**src/rtl/wdg_pkg.sv**
```systemverilog
package wdg_pkg;

    localparam int BUS_W  = 32;
    localparam int ADDR_W = 4;
    localparam int CRV_W  = 12;
    localparam int PRE_W  = 12;
    localparam int PLS_W  = 5;

    localparam logic [ADDR_W-1:0] OFF_MODE    = 4'h0;
    localparam logic [ADDR_W-1:0] OFF_SETUP   = 4'h4;
    localparam logic [ADDR_W-1:0] OFF_KICK    = 4'h8;
    localparam logic [ADDR_W-1:0] OFF_STATUS  = 4'hC;

    localparam logic [11:0]      MODE_KEY    = 12'hABC;
    localparam logic [11:0]      SETUP_KEY   = 12'h248;
    localparam logic [BUS_W-1:0] KICK_WORD   = 32'h0000_1999;

    typedef enum logic [1:0] {
        DIV_8    = 2'd0,
        DIV_64   = 2'd1,
        DIV_512  = 2'd2,
        DIV_4096 = 2'd3
    } psel_e;

    typedef struct packed {
        logic       en;
        logic       rst_en;
        logic       irq_en;
        logic [1:0] plen;
    } mode_t;

    typedef struct packed {
        logic [CRV_W-1:0] crv;
        psel_e            psel;
    } setup_t;

    function automatic logic [PRE_W-1:0] last_phase(input psel_e s);
        case (s)
            DIV_8:    return 12'd7;
            DIV_64:   return 12'd63;
            DIV_512:  return 12'd511;
            default:  return 12'd4095;
        endcase
    endfunction

    function automatic logic [PLS_W-1:0] pulse_cycles(input logic [1:0] c);
        case (c)
            2'd0:    return 5'd2;
            2'd1:    return 5'd4;
            2'd2:    return 5'd8;
            default: return 5'd16;
        endcase
    endfunction

endpackage

```
**src/rtl/wdg_regs.sv**
```systemverilog
module wdg_regs
    import wdg_pkg::*;
(
    input  logic                clk,
    input  logic                rst,
    input  logic                bus_wr,
    input  logic                bus_rd,
    input  logic [ADDR_W-1:0]   bus_addr,
    input  logic [BUS_W-1:0]    bus_wdata,
    input  logic                expired,
    output mode_t               mode,
    output setup_t              setup,
    output logic                kick,
    output logic [BUS_W-1:0]    bus_rdata
);

    mode_t  mode_q;
    setup_t setup_q;

    logic mode_hit, setup_hit, mode_ok, setup_ok;

    assign mode_hit  = bus_wr && (bus_addr == OFF_MODE);
    assign setup_hit = bus_wr && (bus_addr == OFF_SETUP);
    assign mode_ok   = mode_hit  && (bus_wdata[23:12] == MODE_KEY);
    assign setup_ok  = setup_hit && (bus_wdata[25:14] == SETUP_KEY);
    assign kick      = bus_wr && (bus_addr == OFF_KICK) && (bus_wdata == KICK_WORD);

    always_ff @(posedge clk) begin
        if (rst) begin
            mode_q <= '0;
        end else if (mode_ok) begin
            mode_q.en     <= bus_wdata[0];
            mode_q.rst_en <= bus_wdata[1];
            mode_q.irq_en <= bus_wdata[2];
            mode_q.plen   <= bus_wdata[5:4];
        end
    end

    always_ff @(posedge clk) begin
        if (rst) begin
            setup_q <= '{crv: '0, psel: DIV_8};
        end else if (setup_ok) begin
            setup_q.crv  <= bus_wdata[13:2];
            setup_q.psel <= psel_e'(bus_wdata[1:0]);
        end
    end

    always_comb begin
        bus_rdata = '0;
        if (bus_rd) begin
            case (bus_addr)
                OFF_MODE:   bus_rdata = {26'b0, mode_q.plen, 1'b0,
                                         mode_q.irq_en, mode_q.rst_en, mode_q.en};
                OFF_SETUP:  bus_rdata = {18'b0, setup_q.crv, setup_q.psel};
                OFF_STATUS: bus_rdata = {31'b0, expired};
                default:    bus_rdata = '0;
            endcase
        end
    end

    assign mode  = mode_q;
    assign setup = setup_q;


    mode_badkey_chk: assert property (@(posedge clk) disable iff (rst)
        (mode_hit && !mode_ok) |=> $stable(mode_q));


    setup_badkey_chk: assert property (@(posedge clk) disable iff (rst)
        (setup_hit && !setup_ok) |=> $stable(setup_q));

endmodule

```
**src/rtl/wdg_prescaler.sv**
```systemverilog
module wdg_prescaler
    import wdg_pkg::*;
(
    input  logic  clk,
    input  logic  rst,
    input  logic  en,
    input  logic  kick,
    input  psel_e psel,
    output logic  tick
);

    logic [PRE_W-1:0] phase_q;

    assign tick = en && (phase_q >= last_phase(psel));

    always_ff @(posedge clk) begin
        if (rst || kick || !en || tick) begin
            phase_q <= '0;
        end else begin
            phase_q <= phase_q + 1'b1;
        end
    end

    // the smallest ratio is 8, so ticks never come back to back
    tick_spacing_chk: assert property (@(posedge clk) disable iff (rst)
        tick |=> !tick);


    idle_phase_chk: assert property (@(posedge clk) disable iff (rst)
        !en |=> (phase_q == '0));

endmodule

```
**src/rtl/wdg_counter.sv**
```systemverilog
module wdg_counter
    import wdg_pkg::*;
#(
    parameter int LOW_W = 12
) (
    input  logic             clk,
    input  logic             rst,
    input  logic             tick,
    input  logic             kick,
    input  mode_t            mode,
    input  logic [CRV_W-1:0] crv,
    output logic             expired,
    output logic             irq,
    output logic             rst_pulse
);

    localparam int CW = CRV_W + LOW_W;

    logic [CW-1:0]    count_q;
    logic [PLS_W-1:0] pulse_q;
    logic             expired_q, irq_q;
    logic             zero_evt;

    assign zero_evt = mode.en && tick && !kick && (count_q == CW'(1));

    always_ff @(posedge clk) begin
        if (rst) begin
            count_q <= {{CRV_W{1'b0}}, {LOW_W{1'b1}}};
        end else if (kick) begin
            count_q <= {crv, {LOW_W{1'b1}}};
        end else if (mode.en && tick && (count_q != '0)) begin
            count_q <= count_q - 1'b1;
        end
    end

    always_ff @(posedge clk) begin
        if (rst || kick) begin
            expired_q <= 1'b0;
            irq_q     <= 1'b0;
        end else if (zero_evt) begin
            expired_q <= 1'b1;
            irq_q     <= mode.irq_en;
        end
    end

    always_ff @(posedge clk) begin
        if (rst) begin
            pulse_q <= '0;
        end else if (zero_evt && mode.rst_en) begin
            pulse_q <= pulse_cycles(mode.plen);
        end else if (pulse_q != '0) begin
            pulse_q <= pulse_q - 1'b1;
        end
    end

    assign expired   = expired_q;
    assign irq       = irq_q;
    assign rst_pulse = (pulse_q != '0);


    count_down_chk: assert property (@(posedge clk) disable iff (rst)
        !kick |=> (count_q <= $past(count_q)));


    hold_when_off_chk: assert property (@(posedge clk) disable iff (rst)
        (!mode.en && !kick) |=> $stable(count_q));


    pulse_bound_chk: assert property (@(posedge clk) disable iff (rst)
        pulse_q <= PLS_W'(16));


    irq_hold_chk: assert property (@(posedge clk) disable iff (rst)
        (irq_q && !kick) |=> irq_q);


    status_zero_chk: assert property (@(posedge clk) disable iff (rst)
        $rose(expired_q) |-> (count_q == '0));

endmodule

```
**src/rtl/wdg_keyed_timer.sv**
```systemverilog
module wdg_keyed_timer
    import wdg_pkg::*;
#(
    parameter int LOW_W = 12
) (
    input  logic        clk,
    input  logic        rst,
    input  logic        bus_wr,
    input  logic        bus_rd,
    input  logic [3:0]  bus_addr,
    input  logic [31:0] bus_wdata,
    output logic [31:0] bus_rdata,
    output logic        wdt_rst_o,
    output logic        wdt_irq_o
);

    mode_t  mode;
    setup_t setup;
    logic   kick, tick, expired;

    wdg_regs u_regs (
        .clk       (clk),
        .rst       (rst),
        .bus_wr    (bus_wr),
        .bus_rd    (bus_rd),
        .bus_addr  (bus_addr),
        .bus_wdata (bus_wdata),
        .expired   (expired),
        .mode      (mode),
        .setup     (setup),
        .kick      (kick),
        .bus_rdata (bus_rdata)
    );

    wdg_prescaler u_pre (
        .clk  (clk),
        .rst  (rst),
        .en   (mode.en),
        .kick (kick),
        .psel (setup.psel),
        .tick (tick)
    );

    wdg_counter #(.LOW_W(LOW_W)) u_cnt (
        .clk       (clk),
        .rst       (rst),
        .tick      (tick),
        .kick      (kick),
        .mode      (mode),
        .crv       (setup.crv),
        .expired   (expired),
        .irq       (wdt_irq_o),
        .rst_pulse (wdt_rst_o)
    );


    no_pulse_off_chk: assert property (@(posedge clk) disable iff (rst)
        (!mode.rst_en && !wdt_rst_o) |=> !$rose(wdt_rst_o));

endmodule

```
**config.mk**
```make
export PLATFORM = sky130hd
export DESIGN_NAME = wdg_keyed_timer
export DESIGN_NICKNAME = d
export VERILOG_FILES = /design/src/rtl/wdg_pkg.sv /design/src/rtl/wdg_regs.sv /design/src/rtl/wdg_prescaler.sv /design/src/rtl/wdg_counter.sv /design/src/rtl/wdg_keyed_timer.sv
export SDC_FILE = /design/constraint.sdc
export NUM_CORES = 1
export LEC_CHECK = 0
export BUFFER_PORTS_ARGS = -buffer_cell sky130_fd_sc_hd__buf_2
export CAP_MARGIN = 20
export CORE_MARGIN = 3
export CORE_UTILIZATION = 55
export CTS_CLUSTER_SIZE = 20
export DETAILED_ROUTE_END_ITERATION = 7
export PLACE_DENSITY = 0.83
export SLEW_MARGIN = 20
export SYNTH_ARGS = -nofsm -noshare
export SYNTH_HDL_FRONTEND = slang
export SYNTH_SLANG_ARGS = --single-unit
```
**constraint.sdc**
```tcl
create_clock -name clk -period 5.8 [get_ports clk]
set_clock_uncertainty 0.1 [all_clocks]
set_input_delay 0.29 -clock clk [delete_from_list [all_inputs] [get_ports clk]]
set_output_delay 0.29 -clock clk [all_outputs]
set_load 0.01 [all_outputs]
```
### Word level (Yosys, flattened, before mapping)

Index checks and enable logic that the tools add are counted.

| word-level totals | value |
|---|---|
| flip-flop bits (word level) | 62 |
| input bits | 40 |
| logic and storage cells | 60 |

| cells by class | value |
|---|---|
| multiplexer cells | 8 |
| add/subtract/negate cells | 3 |
| equal/unequal tests | 11 |
| reduce and logical (&&, ||, !) cells | 25 |
| magnitude comparators | 1 |

Operators with widths:

| cell | count |
|---|---|
| 24-bit two-way mux | 2 |
| 14-bit case mux with 3 select lines | 1 |
| 12-bit case mux with 3 select lines | 1 |
| 32-bit by 13-bit equality test with 1-bit output (second input constant) | 1 |
| 32-bit two-way mux | 1 |
| 24-bit by 1-bit equality test with 1-bit output (second input constant) | 1 |
| 24-bit nonzero test | 1 |
| 24-bit by 1-bit subtractor with 24-bit output (second input constant) | 1 |
| 5-bit case mux with 3 select lines | 1 |
| 12-bit by 1-bit adder with 12-bit output (second input constant) | 1 |
| 12-bit by 10-bit equality test with 1-bit output (second input constant) | 1 |
| 12-bit equality test (second input constant) | 1 |
| 12-bit >= comparator | 1 |
| 1-bit logical AND | 12 |
| 5-bit two-way mux | 2 |
| 4-bit equality test (second input constant) | 2 |
| 5-bit nonzero test | 1 |
| 5-bit by 1-bit subtractor with 5-bit output (second input constant) | 1 |
| 2-bit by 1-bit equality test with 1-bit output (second input constant) | 2 |
| 2-bit equality test (second input constant) | 2 |
| 4-bit by 3-bit equality test with 1-bit output (second input constant) | 1 |
| 2-bit logical NOT | 2 |
| 4-bit logical NOT | 1 |
| 2-bit nonzero test | 2 |
| 3 further kinds | 6 |

### Longest topological paths before layout

| logic depth | value |
|---|---|
| depth after elaboration | 9 |
| mapped depth | 9 |
| depth with buffers taken out | 8 |

### Cells and area by module

A second synthesis with hierarchy kept.

| second synthesis, totals | value |
|---|---|
| cell total of the unflattened synthesis | 446 |
| area, all modules | 3930.0 µm² |

Modules (own cells, without submodules):

| module | times used | area each (µm²) | seq. area each (µm²) | cells each |
|---|---|---|---|---|
| wdg_counter | 1 | 1868.0 | 620.6 | 212 |
| wdg_regs | 1 | 1283.7 | 380.4 | 152 |
| wdg_prescaler | 1 | 778.2 | 240.2 | 82 |

### Least setup slack after synthesis

Ideal clock, no wire load.

| timing | value |
|---|---|
| path type | reg-to-reg |
| start point | reg u_cnt.count_q[2] |
| end point | reg u_cnt.count_q[15] |
| cell stages (with the launch flop) | 8 |
| buffers on the path | 1 |
| setup time | 0.086 ns |
| setup slack | 3.273 ns |
| arrival | 2.342 ns |
| path through | dfxtp_1 -> or4_1 -> buf_2 -> or4_4 -> a2111o_1 -> a21o_2 -> xnor2_1 -> a211oi_1 |

| between the ends | value |
|---|---|
| word-level cells in the longest chain between the ends | 3 |
| elaborated cells on any way between the ends | 6 |
| those cells by class | add/sub: 1; mux: 2; reduce/logical: 3 |

Ends and longest elaborated chain:

| what | RTL line | source |
|---|---|---|
| from (decl) | wdg_counter.sv:19 | `logic [CW-1:0] count_q;` |
| from (signal assigned) | wdg_counter.sv:28 | `count_q <= {{CRV_W{1'b0}}, {LOW_W{1'b1}}};` |
| from (signal assigned) | wdg_counter.sv:30 | `count_q <= {crv, {LOW_W{1'b1}}};` |
| from (signal assigned) | wdg_counter.sv:32 | `count_q <= count_q - 1'b1;` |
| 24-bit by 1-bit subtractor with 24-bit output or 24-bit nonzero test (tied branches) | wdg_counter.sv:32, wdg_counter.sv:31 |  |
| 24-bit two-way mux or 1-bit logical AND (tied branches) | wdg_counter.sv:31 | `end else if (mode.en && tick && (count_q != '0)) begin` |
| 24-bit two-way mux or 2-bit nonzero test (tied branches) | n/a |  |

Several ways; a longest one is shown, not always the timed one. The select of a mux whose other input is x is not followed.
A chain may end at the register's enable or synchronous reset.

### Final worst setup path

| timing | value |
|---|---|
| start point | reg, netlist name u_regs.setup[1] |
| end point | reg u_cnt.pulse_q[1] |

| between the ends | value |
|---|---|
| word-level cells in the longest chain between the ends | 9 |
| elaborated cells on any way between the ends | 12 |
| those cells by class | order compare: 1; eq/ne: 2; mux: 2; reduce/logical: 7 |

Ends and longest elaborated chain:

| what | RTL line | source |
|---|---|---|
| 2-bit equality test, or another cell as far along | wdg_pkg.sv:38 | `case (s)` |
| 12-bit case mux with 3 select lines (*) | wdg_pkg.sv:38 |  |
| 12-bit >= comparator (*) | wdg_prescaler.sv:14 | `assign tick = en && (phase_q >= last_phase(psel));` |
| 1-bit logical AND (*) | wdg_prescaler.sv:14 |  |
| 1-bit logical AND (*) (3 in a row) | wdg_counter.sv:24 | `assign zero_evt = mode.en && tick && !kick && (count_q == CW'(1));` |
| 1-bit logical AND (*) | wdg_counter.sv:49 | `end else if (zero_evt && mode.rst_en) begin` |
| 5-bit two-way mux or 2-bit nonzero test (tied branches) | n/a |  |
| to (signal assigned) | wdg_counter.sv:50 | `pulse_q <= pulse_cycles(mode.plen);` |
| to (signal assigned) | wdg_counter.sv:52 | `pulse_q <= pulse_q - 1'b1;` |
| to (decl) | wdg_counter.sv:20 | `logic [PLS_W-1:0] pulse_q;` |

Mark *: on every way between the ends. The rest lies on a longest branch, timed or not.

==> summary.txt <==
Status
  • Run status: complete, no violations

Floorplanning
  • Placement row count: 28
  • IO Count: 74
  • Die outline area: approximately 0.0075 mm2
  • Die height: 86.76 um
  • Die Wd: between 80 and 90 um
  • Initial Util: about 60%
  • Placeable Area: ~0.0061 mm2

Clock network
  • CTS tree: built
  • Resize count post-CTS: 0
  • CTS Sinks: 62
  • Post-CTS setup buffer count: 0
  • Worst-Skew Late Latency: 0.33 ns
  • Root Driver: clkbuf_8
  • # hold bufs at CTS: 0
  • Worst-path clk slew: 0.07 ns
  • TritonCTS buffer count: 9
  • Number of H-tree levels: 3
  • Clock Path Buffers: 2

Logic synthesis
  • Most used DFF post-synth: dfxtp_1
  • EDFF count, synth: 0
  • Yosys reg bits: 62
  • Area contributors post-synth: dfxtp_1 35%, nor2_1 6.5%, mux2i_1 6.1%
  • Area share of the largest cell type after synthesis: 34.60%
  • Sequential-to-total area share from yosys stat: about a third
  • Mapped Cells: between 400 and 500
  • Mapped Area: approximately 0.0036 mm2
  • Leading area contributor after synthesis: dfxtp_1
  • Yosys warns: 0
  • Commonest cells post-synth: 62 x dfxtp_1, 62 x nor2_1, 42 x nand2_1, 26 x a21oi_1, 22 x mux2i_1
  • Syn Area/Cell: approximately 8 um2
  • Synth cell types: 54
  • Ys async rst share: 0%

Finish
  • Ant. Diodes: 0
  • Final core occ: about two thirds
  • Fill count: 502
  • Layout area overhead: 12.31%
  • Layout cell share with drive strength beyond 1: ~17%
  • Final net count: between 500 and 600
  • Final Cell Area: just over 0.004 mm2

Critical path
  • Worst path slowest cell: o31ai_1
  • Crit. End Element: register
  • Worst path arrival time: approximately 3 ns
  • Worst path cell trace: inv_1, ha_1, a21oi_1, a21boi_0, o31ai_1, a21oi_1, and3_1, mux2_2
  • Crit path depth: 8
  • CP delay by family, top: compound AO/OA/AOI/OAI gates
  • Buf+Inv Stages, Crit Path: 1
  • Slowest Stage Delay on Critical Path: 0.60 ns
  • Crit Path Max Fanout: 5
  • Crit path launch type: register
  • Crit path top cell by count: a21oi_1
  • Setup CP Type: register to register
  • Critical Path RT: around 5.9 ns
  • Worst R2R Path Depth: 8

Timing
  • WHS: between 0.1 and 0.15 ns
  • Final period utilization: 48.63%
  • Max Clk Rate: around 350 MHz
  • Worst slew margin: approximately two fifths
  • RSZ-0062 raised after global routing: no
  • Actual slew at the worst max-slew pin: between 0.9 and 1 ns
  • Setup tns final: 0 ns
  • Fin. Hold Viols: 0
  • Min Tclk post-route: roughly 2.8 ns
  • Slew Limit Fails: 0
  • Setup violators final: 0

Drt
  • Post-DRT Antenna Nets: 0
  • DR pass1 iterations: 4
  • WL per Instance: 15.01 um
  • Detailed Route WL: 8.538 mm
  • Routed vias: approximately 3300
  • Number of remaining DRC errors: 0
  • Iter 0 DRT Violations: approximately 190
  • Vias per cell: 5.852

Worst hold path
  • Hold Path Cell Cnt: 3
  • Min-delay worst type: input port to register

Pwr
  • Power density cells: 246.7 mW/mm2
  • Total power: approximately 1000 uW
  • Worst VDD drop: 0.1670 mV
  • Leak pwr: approximately 1.6 nW

Global route
  • Initial antenna violation count: 0
  • Largest net degree at the start of global routing: between 40 and 50
  • First-pass GRT wire length: about 15 mm
  • GRT overflow: 0
  • Vias in the first global route: 3268
  • Total track usage: between 20% and 30%

Placed design
  • RePlAce Congestion: around 0.89
  • Dpl cell area: about 0.0038 mm2
  • Post-DP HPWL: 6.412 mm
  • Port Buf Inserts: between 50 and 60

Flow run
  • Max Cap Viol: 0
## path summary, 6_finish.rpt
check,start,endpoint,slack (ns)
worst max-delay path,u_regs.setup[1]$_SDFFE_PP0P_,u_cnt.pulse_q[1]$_SDFFE_PP0P_,2.98
worst min-delay path,bus_wdata[8],u_regs.setup[8]$_SDFFE_PP0P_,0.12
worst max register to register,u_regs.setup[1]$_SDFFE_PP0P_,u_cnt.pulse_q[1]$_SDFFE_PP0P_,2.98
worst min register to register,u_pre.phase_q[0]$_SDFF_PP0_,u_pre.phase_q[0]$_SDFF_PP0_,0.36
## per-stage QoR
step	std cells	setup slack [ns]
after global routing	569	2.801
after detailed placement	553	2.804
after CTS	569	2.801
after global placement	553	2.997
after floorplan	460	3.273
final	569	2.979
## registers in the layout (all words and copies together) (netlist names)
| signal | count |
|---|---|
| u_cnt.count_q | 24 |
| u_regs.setup | 14 |
| u_pre.phase_q | 12 |
| u_cnt.pulse_q | 5 |
| u_regs.mode | 5 |
| u_cnt.expired | 1 |
| u_cnt.irq | 1 |
## cell families after synthesis
kind of cell             synth area share [%]
AND/OR/NAND/NOR                         29.23
AO/OA/AOI/OAI                           12.31
flip-flops                              34.60
buffers and inverters                   7.150
multiplexers                            7.080
XOR/XNOR                                4.639
adder cells (fa/ha/maj)                 4.883
other                                  0.1045
## report_power, final
group	leakage [nW]	internal, mW	total, mW	switching (mW)
registers	0.501	0.442	0.457	0.0142
clock network	0.0976	0.221	0.386	0.165
logic	1.02	0.0708	0.151	0.0806
total	1.62	0.734	0.994	0.260
## worst register-to-register path: stages, from the launching register on
cell      delay, ns
dfxtp_1        0.38
inv_1          0.10
ha_1           0.31
a21oi_1        0.18
a21boi_0       0.16
o31ai_1        0.60
a21oi_1        0.26
and3_1         0.33
mux2_2         0.31
## area by class of cell
| type | instances | area [um2] | area share, % |
|---|---|---|---|
| multi-input cells | 348 | 2153 | 53.45 |
| inverters | 11 | 41.29 | 1.025 |
| flip-flops and latches | 62 | 1241 | 30.81 |
| well taps | 75 | 93.84 | 2.329 |
| clock buffers | 11 | 151.4 | 3.758 |
| repair buffers | 57 | 290.3 | 7.205 |
| clock inverters | 5 | 57.56 | 1.429 |
## layout by cell type (no fill, tap or decap), types with 9 or more instances in the layout
cell,instances
nor2_1,62
dfxtp_1,62
buf_2,55
nand2_1,42
a21oi_1,26
mux2i_1,22
conb_1,18
nor3_1,15
ha_1,14
and2_1,13
inv_1,11
o21ai_0,11
clkbuf_8,11
nor4_1,10
and3_1,10
xor2_1,10
nand4_1,9
xnor2_1,9
## metal layers
layer  GRT usage [%]  up-vias  wire (um)
met1           29.49     1543       3726
met4           12.04        0        315
met5               0        -          0
met2           41.24      126       3995
li1                -     1635          -
met3           3.992       26        500
Note: power is estimated with default switching activity, not from simulation.
